### config.mk
export PLATFORM = sky130hd
export DESIGN_NAME = gpio_irq_agg
export DESIGN_NICKNAME = d
export VERILOG_FILES = /design/src/rtl/gpio_irq_pkg.sv /design/src/rtl/gpio_sync_bank.sv /design/src/rtl/gpio_line_detect.sv /design/src/rtl/gpio_irq_regs.sv /design/src/rtl/gpio_irq_agg.sv
export SDC_FILE = /design/constraint.sdc
export NUM_CORES = 1
export LEC_CHECK = 0
export ABC_CLOCK_PERIOD_IN_PS = 3600
export CORE_UTILIZATION = 47
export DETAILED_ROUTE_END_ITERATION = 8
export PLACE_DENSITY_LB_ADDON = 0.08
export SETUP_SLACK_MARGIN = 0.15
export SLEW_MARGIN = 20
export SYNTH_ARGS = -nofsm -noshare
export SYNTH_HDL_FRONTEND = slang
export SYNTH_SLANG_ARGS = --single-unit
### constraint.sdc
create_clock -name clk -period 3.6 [get_ports clk]
set_clock_uncertainty 0.1 [all_clocks]
set_input_delay 0.54 -clock clk [delete_from_list [all_inputs] [get_ports clk]]
set_output_delay 0.54 -clock clk [all_outputs]
set_load 0.005 [all_outputs]
### src/rtl/gpio_irq_pkg.sv
package gpio_irq_pkg;

  localparam int LINES_PER_WORD = 32;

  typedef enum logic [2:0] {
    RK_SENSE = 3'd0,
    RK_BOTH  = 3'd1,
    RK_POL   = 3'd2,
    RK_EN    = 3'd3,
    RK_CLR   = 3'd4,
    RK_STAT  = 3'd5
  } reg_kind_e;

  // Edge qualification: mode, any-edge and direction select the event.
  function automatic logic edge_qualify(logic sense, logic both, logic pol,
                                        logic rise, logic fall);
    logic dir_hit;
    dir_hit = pol ? rise : fall;
    return sense & (both ? (rise | fall) : dir_hit);
  endfunction

  // Level qualification: polarity picks active high or active low.
  function automatic logic level_qualify(logic pol, logic lvl);
    return pol ? lvl : ~lvl;
  endfunction

endpackage

### src/rtl/gpio_sync_bank.sv
module gpio_sync_bank #(
  parameter int N = 40
) (
  input  logic         clk,
  input  logic         rst_n,
  input  logic [N-1:0] raw_in,
  output logic [N-1:0] lvl,
  output logic [N-1:0] prev
);
  logic [N-1:0] s1_q, s2_q, s3_q;

  always_ff @(posedge clk or negedge rst_n) begin
    if (!rst_n) begin
      s1_q <= '0;
      s2_q <= '0;
      s3_q <= '0;
    end else begin
      s1_q <= raw_in;
      s2_q <= s1_q;
      s3_q <= s2_q;
    end
  end

  assign lvl  = s2_q;
  assign prev = s3_q;
endmodule

### src/rtl/gpio_line_detect.sv
module gpio_line_detect
  import gpio_irq_pkg::*;
(
  input  logic clk,
  input  logic rst_n,
  input  logic lvl,
  input  logic prev,
  input  logic sense,
  input  logic both,
  input  logic pol,
  input  logic clr,
  output logic edge_hit,
  output logic clr_pulse,
  output logic latch_q,
  output logic pending
);
  logic clr_q;
  logic rise, fall;

  assign rise      = lvl & ~prev;
  assign fall      = ~lvl & prev;
  assign edge_hit  = edge_qualify(sense, both, pol, rise, fall);
  assign clr_pulse = clr & ~clr_q;

  always_ff @(posedge clk or negedge rst_n) begin
    if (!rst_n) begin
      clr_q   <= 1'b0;
      latch_q <= 1'b0;
    end else begin
      clr_q   <= clr;
      latch_q <= edge_hit | (latch_q & ~clr_pulse);
    end
  end

  assign pending = sense ? latch_q : level_qualify(pol, lvl);
endmodule

### src/rtl/gpio_irq_regs.sv
module gpio_irq_regs
  import gpio_irq_pkg::*;
#(
  parameter int N      = 40,
  parameter int WORDS  = 2,
  parameter int WIDX_W = 1,
  parameter int ADDR_W = 4
) (
  input  logic              clk,
  input  logic              rst_n,
  input  logic              bus_we,
  input  logic [ADDR_W-1:0] bus_addr,
  input  logic [31:0]       bus_wdata,
  output logic [31:0]       bus_rdata,
  input  logic [N-1:0]      status,
  output logic [N-1:0]      sense_q,
  output logic [N-1:0]      both_q,
  output logic [N-1:0]      pol_q,
  output logic [N-1:0]      en_q,
  output logic [N-1:0]      clr_q
);
  localparam int PADW = WORDS * LINES_PER_WORD;

  reg_kind_e         kind;
  logic [WIDX_W-1:0] widx;

  assign kind = reg_kind_e'(bus_addr[ADDR_W-1:WIDX_W]);
  assign widx = bus_addr[WIDX_W-1:0];

  for (genvar i = 0; i < N; i++) begin : g_line
    localparam int W = i / LINES_PER_WORD;
    localparam int B = i % LINES_PER_WORD;
    always_ff @(posedge clk or negedge rst_n) begin
      if (!rst_n) begin
        sense_q[i] <= 1'b0;
        both_q[i]  <= 1'b0;
        pol_q[i]   <= 1'b0;
        en_q[i]    <= 1'b0;
        clr_q[i]   <= 1'b0;
      end else if (bus_we && (int'(widx) == W)) begin
        case (kind)
          RK_SENSE: sense_q[i] <= bus_wdata[B];
          RK_BOTH:  both_q[i]  <= bus_wdata[B];
          RK_POL:   pol_q[i]   <= bus_wdata[B];
          RK_EN:    en_q[i]    <= bus_wdata[B];
          RK_CLR:   clr_q[i]   <= bus_wdata[B];
          default:  ;
        endcase
      end
    end
  end

  logic [PADW-1:0] sel_pad;

  always_comb begin
    sel_pad = '0;
    case (kind)
      RK_SENSE: sel_pad[N-1:0] = sense_q;
      RK_BOTH:  sel_pad[N-1:0] = both_q;
      RK_POL:   sel_pad[N-1:0] = pol_q;
      RK_EN:    sel_pad[N-1:0] = en_q;
      RK_CLR:   sel_pad[N-1:0] = clr_q;
      RK_STAT:  sel_pad[N-1:0] = status;
      default:  sel_pad = '0;
    endcase
  end

  always_comb begin
    bus_rdata = '0;
    if (int'(widx) < WORDS)
      bus_rdata = sel_pad[int'(widx)*LINES_PER_WORD +: LINES_PER_WORD];
  end
endmodule

### src/rtl/gpio_irq_agg.sv
module gpio_irq_agg #(
  parameter int NUM_LINES  = 40,
  localparam int WORDS     = (NUM_LINES + 31) / 32,
  localparam int WIDX_W    = (WORDS > 1) ? $clog2(WORDS) : 1,
  localparam int ADDR_W    = 3 + WIDX_W
) (
  input  logic                 clk,
  input  logic                 rst_n,
  input  logic [NUM_LINES-1:0] line_in,
  input  logic                 bus_we,
  input  logic [ADDR_W-1:0]    bus_addr,
  input  logic [31:0]          bus_wdata,
  output logic [31:0]          bus_rdata,
  output logic                 irq_out
);
  logic [NUM_LINES-1:0] lvl_v, prev_v;
  logic [NUM_LINES-1:0] sense_v, both_v, pol_v, en_v, clr_v;
  logic [NUM_LINES-1:0] edge_hit_v, clr_pulse_v, latch_v, pending_v;

  gpio_sync_bank #(.N(NUM_LINES)) u_sync (
    .clk(clk), .rst_n(rst_n), .raw_in(line_in), .lvl(lvl_v), .prev(prev_v)
  );

  gpio_irq_regs #(
    .N(NUM_LINES), .WORDS(WORDS), .WIDX_W(WIDX_W), .ADDR_W(ADDR_W)
  ) u_regs (
    .clk(clk), .rst_n(rst_n), .bus_we(bus_we), .bus_addr(bus_addr),
    .bus_wdata(bus_wdata), .bus_rdata(bus_rdata), .status(pending_v),
    .sense_q(sense_v), .both_q(both_v), .pol_q(pol_v), .en_q(en_v),
    .clr_q(clr_v)
  );

  for (genvar i = 0; i < NUM_LINES; i++) begin : g_det
    gpio_line_detect u_det (
      .clk(clk), .rst_n(rst_n), .lvl(lvl_v[i]), .prev(prev_v[i]),
      .sense(sense_v[i]), .both(both_v[i]), .pol(pol_v[i]), .clr(clr_v[i]),
      .edge_hit(edge_hit_v[i]), .clr_pulse(clr_pulse_v[i]),
      .latch_q(latch_v[i]), .pending(pending_v[i])
    );
  end

  assign irq_out = |(pending_v & en_v);
endmodule

Word-level counts from Yosys, hierarchy flattened
Cells that the tools add are included.
{ "word_totals": {"mem_count": 0, "output_inout_bits": 33, "mem_bits_rw": 0, "regBits": 400, "latchBits": 0, "in_bits": 79, "wordCells": 906, "mem_bits_ro": 0} }
{ "op_classes": {"n_addsub": 0, "order_cmp": 0, "eq_ne": 5, "n_bitwise": 442, "n_mul": 0, "shifts": 1, "div": 0, "muxes": 161, "reduce_logical": 14} }
{ "ops": {"columns": ["operator", "count"], "rows": [
  ["$pmux 40 s6", 1],
  ["$and 1x1->1", 200],
  ["$not 1->1", 161],
  ["$mux 1", 160],
  ["$or 1x1->1", 80],
  ["$shiftx 64x7->32", 1],
  ["$and 40x40->40", 1],
  ["$reduce_or 40->1", 1],
  ["$reduce_and 2->1", 10],
  ["$eq 3x2->1 const B", 2],
  ["$eq 3x3->1 const B", 2],
  ["$eq 3x1->1 const B", 1],
  ["$logic_not 3->1", 1],
  ["$logic_and 1x1->1", 2]
]} }

Longest topological paths before layout
{ "logic_depth": {"depth_word": 6, "depth_mapped": 8, "mapped_depth_nobuf": 6} }

Modules after synthesis
A second synthesis with hierarchy kept.
{ "hier_totals": {"cells_unflattened": 1496, "hier_area_um2": 18710.4} }
{ "modules_own_cells": {"columns": ["module", "instances", "area_each_um2", "cells_each"], "rows": [
  ["gpio_irq_regs", 1, 9606.7, 710],
  ["gpio_line_detect", 40, 147.6, 16],
  ["gpio_sync_bank", 1, 3002.9, 120],
  ["gpio_irq_agg", 1, 195.2, 26]
]} }

Worst setup path after synthesis
No wires, ideal clock.
{ "synth_path": {"path_type": "input -> output", "start": "in bus_addr[1]", "end": "out bus_rdata[1]", "arrival_time_ps": 2225, "setup_slack_ps": 735, "stages": 6, "required_ps": 2960, "n_path_buf": 4, "cell_sequence": "buf_2 -> buf_1 -> clkbuf_1 -> clkbuf_1 -> o211ai_1 -> a221oi_1"} }
{ "synth_via": {"elab_chain_len": 3, "elab_cells_between_ends": 8, "cone_classes": "eq/ne (5); shift (1); mux (1); reduce/logical (1)"} }
{ "synth_lines": {"columns": ["item", "line", "rtl"], "rows": [
  ["from (decl)", "gpio_irq_agg.sv:11", "input logic [ADDR_W-1:0] bus_addr,"],
  ["$eq 3x3->1 (tied with other cells)", "gpio_irq_regs.sv:57", "case (kind)"],
  ["$pmux 40 s6 *", "gpio_irq_regs.sv:57", null],
  ["$shiftx 64x7->32 *", "gpio_irq_regs.sv:71", "bus_rdata = sel_pad[int'(widx)*LINES_PER_WORD +: LINES_PER_WORD];"],
  ["to (decl)", "gpio_irq_agg.sv:13", "output logic [31:0] bus_rdata,"]
]} }
Every way passes the cells marked *; elsewhere a longest branch is shown, timed or not.

Worst setup path in the final report
{ "layout_path": {"start": "reg u_regs.en_q[16]", "end": "out irq_out"} }
{ "layout_via": {"elab_chain_len": 2} }
{ "layout_lines": {"columns": ["item", "line", "rtl"], "rows": [
  ["from (decl)", "gpio_irq_regs.sv:19", "output logic [N-1:0] en_q,"],
  ["from (signal, indexed assignment)", "gpio_irq_regs.sv:45", "RK_EN: en_q[i] <= bus_wdata[B];"],
  ["$and 40x40->40", "gpio_irq_agg.sv:42", "assign irq_out = |(pending_v & en_v);"],
  ["$reduce_or 40->1", "gpio_irq_agg.sv:42", null],
  ["to (decl)", "gpio_irq_agg.sv:14", "output logic irq_out"]
]} }
No other way between the ends.

==> impl_metrics.env <==
export IMPL_syn_area_per_cell_um2=12.84
export IMPL_grt_pass1_wl_um=70020
export IMPL_route_detailed_drc=0
export IMPL_arrival_ps=2850
export IMPL_placement_io_buffers=111
export IMPL_numPlacedInstances=2036
export IMPL_syn_area_um2=18170
export IMPL_wl_met1_um=21410
export IMPL_slowest_delay_ps=510
export IMPL_grt_max_degree=81
export IMPL_hold_class="reg -> reg"
export IMPL_timing_slew_headroom=0.5295
export IMPL_outcome="complete, no violations"
export IMPL_regToRegSetupSlack_ps=1910
export IMPL_syn_to_final_growth_pct=20.11
export IMPL_start_util=0.4802
export IMPL_chipHeight_um=198.6
export IMPL_clk_latency_ps=560
export IMPL_vias=11623
export IMPL_core_um2=37840
export IMPL_criticalPathCategory="reg -> out"
export IMPL_worstSetupEndpointType="output pin"
export IMPL_ys_ff_latch=400
export IMPL_pwr_density_cell_nw_per_um2=610.3
export IMPL_slew_viol_final=0
export IMPL_boundaryPins=112
export IMPL_wl_per_cell_um=20.97
export IMPL_wl_met3_um=2004
export IMPL_die_x_um=198.6
export IMPL_final_common_cell="dfrtp_1"
export IMPL_seq_area_frac_synth=0.5509
export IMPL_power_mw=13.32
export IMPL_clock_fmax_mhz=286.6
export IMPL_cpMostUsedCell="or4_1"
export IMPL_drive_gt1_frac=0.2415
export IMPL_clkTransAtPathRegs_ps=60
export IMPL_synth_distinct_cells=46
export IMPL_cap_viol_max_count=0
export IMPL_antenna_left=0
export IMPL_setup_ws_ps=111.2
export IMPL_crit_path_cell_trace="nand3_1 > nand4_1 > or4_1 > or4_1 > or4_4 > buf_6"
export IMPL_hold_worst_slack_ps=245.1
export IMPL_htree_levels=2
export IMPL_cp_start_kind="register"
export IMPL_grt_usage=0.2360
export IMPL_path_max_fanout=4
export IMPL_root_buffer="clkbuf_16"
export IMPL_gr_total_overflow=0
export IMPL_post_route_period_util=0.9691
export IMPL_synthFlopType="dfrtp_1"
export IMPL_yosysTopAreaCell="dfrtp_1"
export IMPL_cts_buffers_inserted=45
export IMPL_dr_pass1_iters=5
export IMPL_synth_area_leaders="dfrtp_1 (55%), mux2_2 (12%), ha_1 (5.5%)"
export IMPL_grt_pass1_vias=11873
export IMPL_cts_buffer_depth=3
export IMPL_numClockSinks=400
export IMPL_fin_cells=2123
export IMPL_fin_setup_tns_ps=0
export IMPL_timing_hold_violations_final=0
export IMPL_viasPerCell=5.475
export IMPL_cpMaxStageDelayCell="or4_1"
export IMPL_final_min_clock_period_ps=3489
export IMPL_wl_um=44510
export IMPL_yosysWarnings=0
export IMPL_synth_edff_count=0
export IMPL_dp_slack_ps=114.3
export IMPL_nNetsFinal=1737
export IMPL_syn_nets=1574
export IMPL_worstPathRequired_ps=2960
export IMPL_rows=71
export IMPL_place_area_um2=20290
export IMPL_hpwl_um=30400
export IMPL_drtIter0Drc=616
export IMPL_die_area_um2=39450
export IMPL_gp_congestion=0.8312
export IMPL_p_leak_nw=9.798
export IMPL_wl_met2_um=19970
export IMPL_rsz0062_at_grt="true"
export IMPL_worst_pin_slew_ps=705.8
export IMPL_synth_top_area_share=0.5509
export IMPL_finalInstanceArea_um2=21820
export IMPL_finalSetupViolations=0
export IMPL_peakVddDrop_mv=0.4033
export IMPL_highest_layer="met4"
export IMPL_synthArstFlopShare=1.000
export IMPL_mostFrequentLayoutCells="dfrtp_1 (400), mux2_2 (201), clkdlybuf4s50_1 (106), inv_1 (89), ha_1 (80)"
export IMPL_syn_inst=1415
export IMPL_cts_tree="yes"
export IMPL_final_core_util=0.5767
export IMPL_antenna_found_initial=0
worst max-delay path: cells and delay by family (launching register included):
kind / cells / cell delay, ps
DFF: 1 / 400
buffers and inverters: 1 / 140
and+or+nand+nor: 5 / 1730
synthesized netlist by cell type (all sizes together), types with 5 or more instances:
cell type	count
nand2	76
mux2i	10
nor2	23
a21oi	69
mux2	201
clkbuf	29
ha	80
a211oi	38
o21ai	40
inv	89
nor2b	40
nand2b	51
xnor2	12
a21o	7
nand3	27
nand4	7
buf	24
and3b	5
o211ai	24
a31oi	5
a22o	36
xor2	28
a22oi	19
dfrtp	400
mux4	40
path summary, 6_finish.rpt:
check,to,from,cells past startpoint
worst max-delay path,irq_out,u_regs.en_q[16]$_DFFE_PN0P_,6
worst min-delay path,u_sync.lvl[35]$_DFF_PN0_,u_sync.s1_q[35]$_DFF_PN0_,0
worst max register to register,g_det[4].u_det.latch_q$_DFF_PN0_,u_sync.lvl[4]$_DFF_PN0_,7
worst min register to register,u_sync.lvl[35]$_DFF_PN0_,u_sync.s1_q[35]$_DFF_PN0_,0
max in group asynchronous,u_sync.lvl[1]$_DFF_PN0_,rst_n,3
min in group asynchronous,u_sync.s1_q[12]$_DFF_PN0_,rst_n,2
layout make-up:
cell class | count | area (um^2)
fillers | 3193 | 16020
flip-flops and latches | 400 | 10010
multi-input cells | 873 | 7670
repair buffers | 169 | 1713
clock buffers | 65 | 1331
well taps | 511 | 639.4
inverters | 89 | 334.1
clock inverters | 15 | 125.1
diodes | 1 | 2.502
state kept, by name, indices dropped and copies added, names as in the netlist:
register	cells
g_det.u_det.clr_q	40
g_det.u_det.latch_q	40
u_regs.both_q	40
u_regs.clr_q	40
u_regs.en_q	40
u_regs.pol_q	40
u_regs.sense_q	40
u_sync.lvl	40
u_sync.prev	40
u_sync.s1_q	40
power by group:
| part | switching [mW] | internal, mW | total, mW |
|---|---|---|---|
| Combinational | 1.09 | 1.45 | 2.54 |
| Clock | 1.81 | 2.70 | 4.51 |
| Sequential | 0.851 | 5.42 | 6.27 |
metal layers:
metal,GRT usage,vias up
li1,-,5385
met1,0.3455,5955
met5,0,-
met4,0.08433,0
met2,0.3526,218
met3,0.04120,65
kinds of logic after synthesis:
logic type,Yosys count,synth area share
multiplexers,251,0.1799
adder cells (fa/ha/maj),80,0.05509
XOR/XNOR,40,0.01928
AND/OR/NAND/NOR,248,0.07168
AO/OA/AOI/OAI,254,0.09365
buffers and inverters,142,0.02961
flip-flops,400,0.5509
timing repair:
action                                  in CTS  in global routing
hold buffers                                 1                  0
endpoints found under the hold margin       72                  0
endpoints found under the setup margin       2                 11
setup buffers                                5                  0
gates resized for setup                     10                  3
pin swaps                                    6                  0
Power figures use the tool's default switching activity.
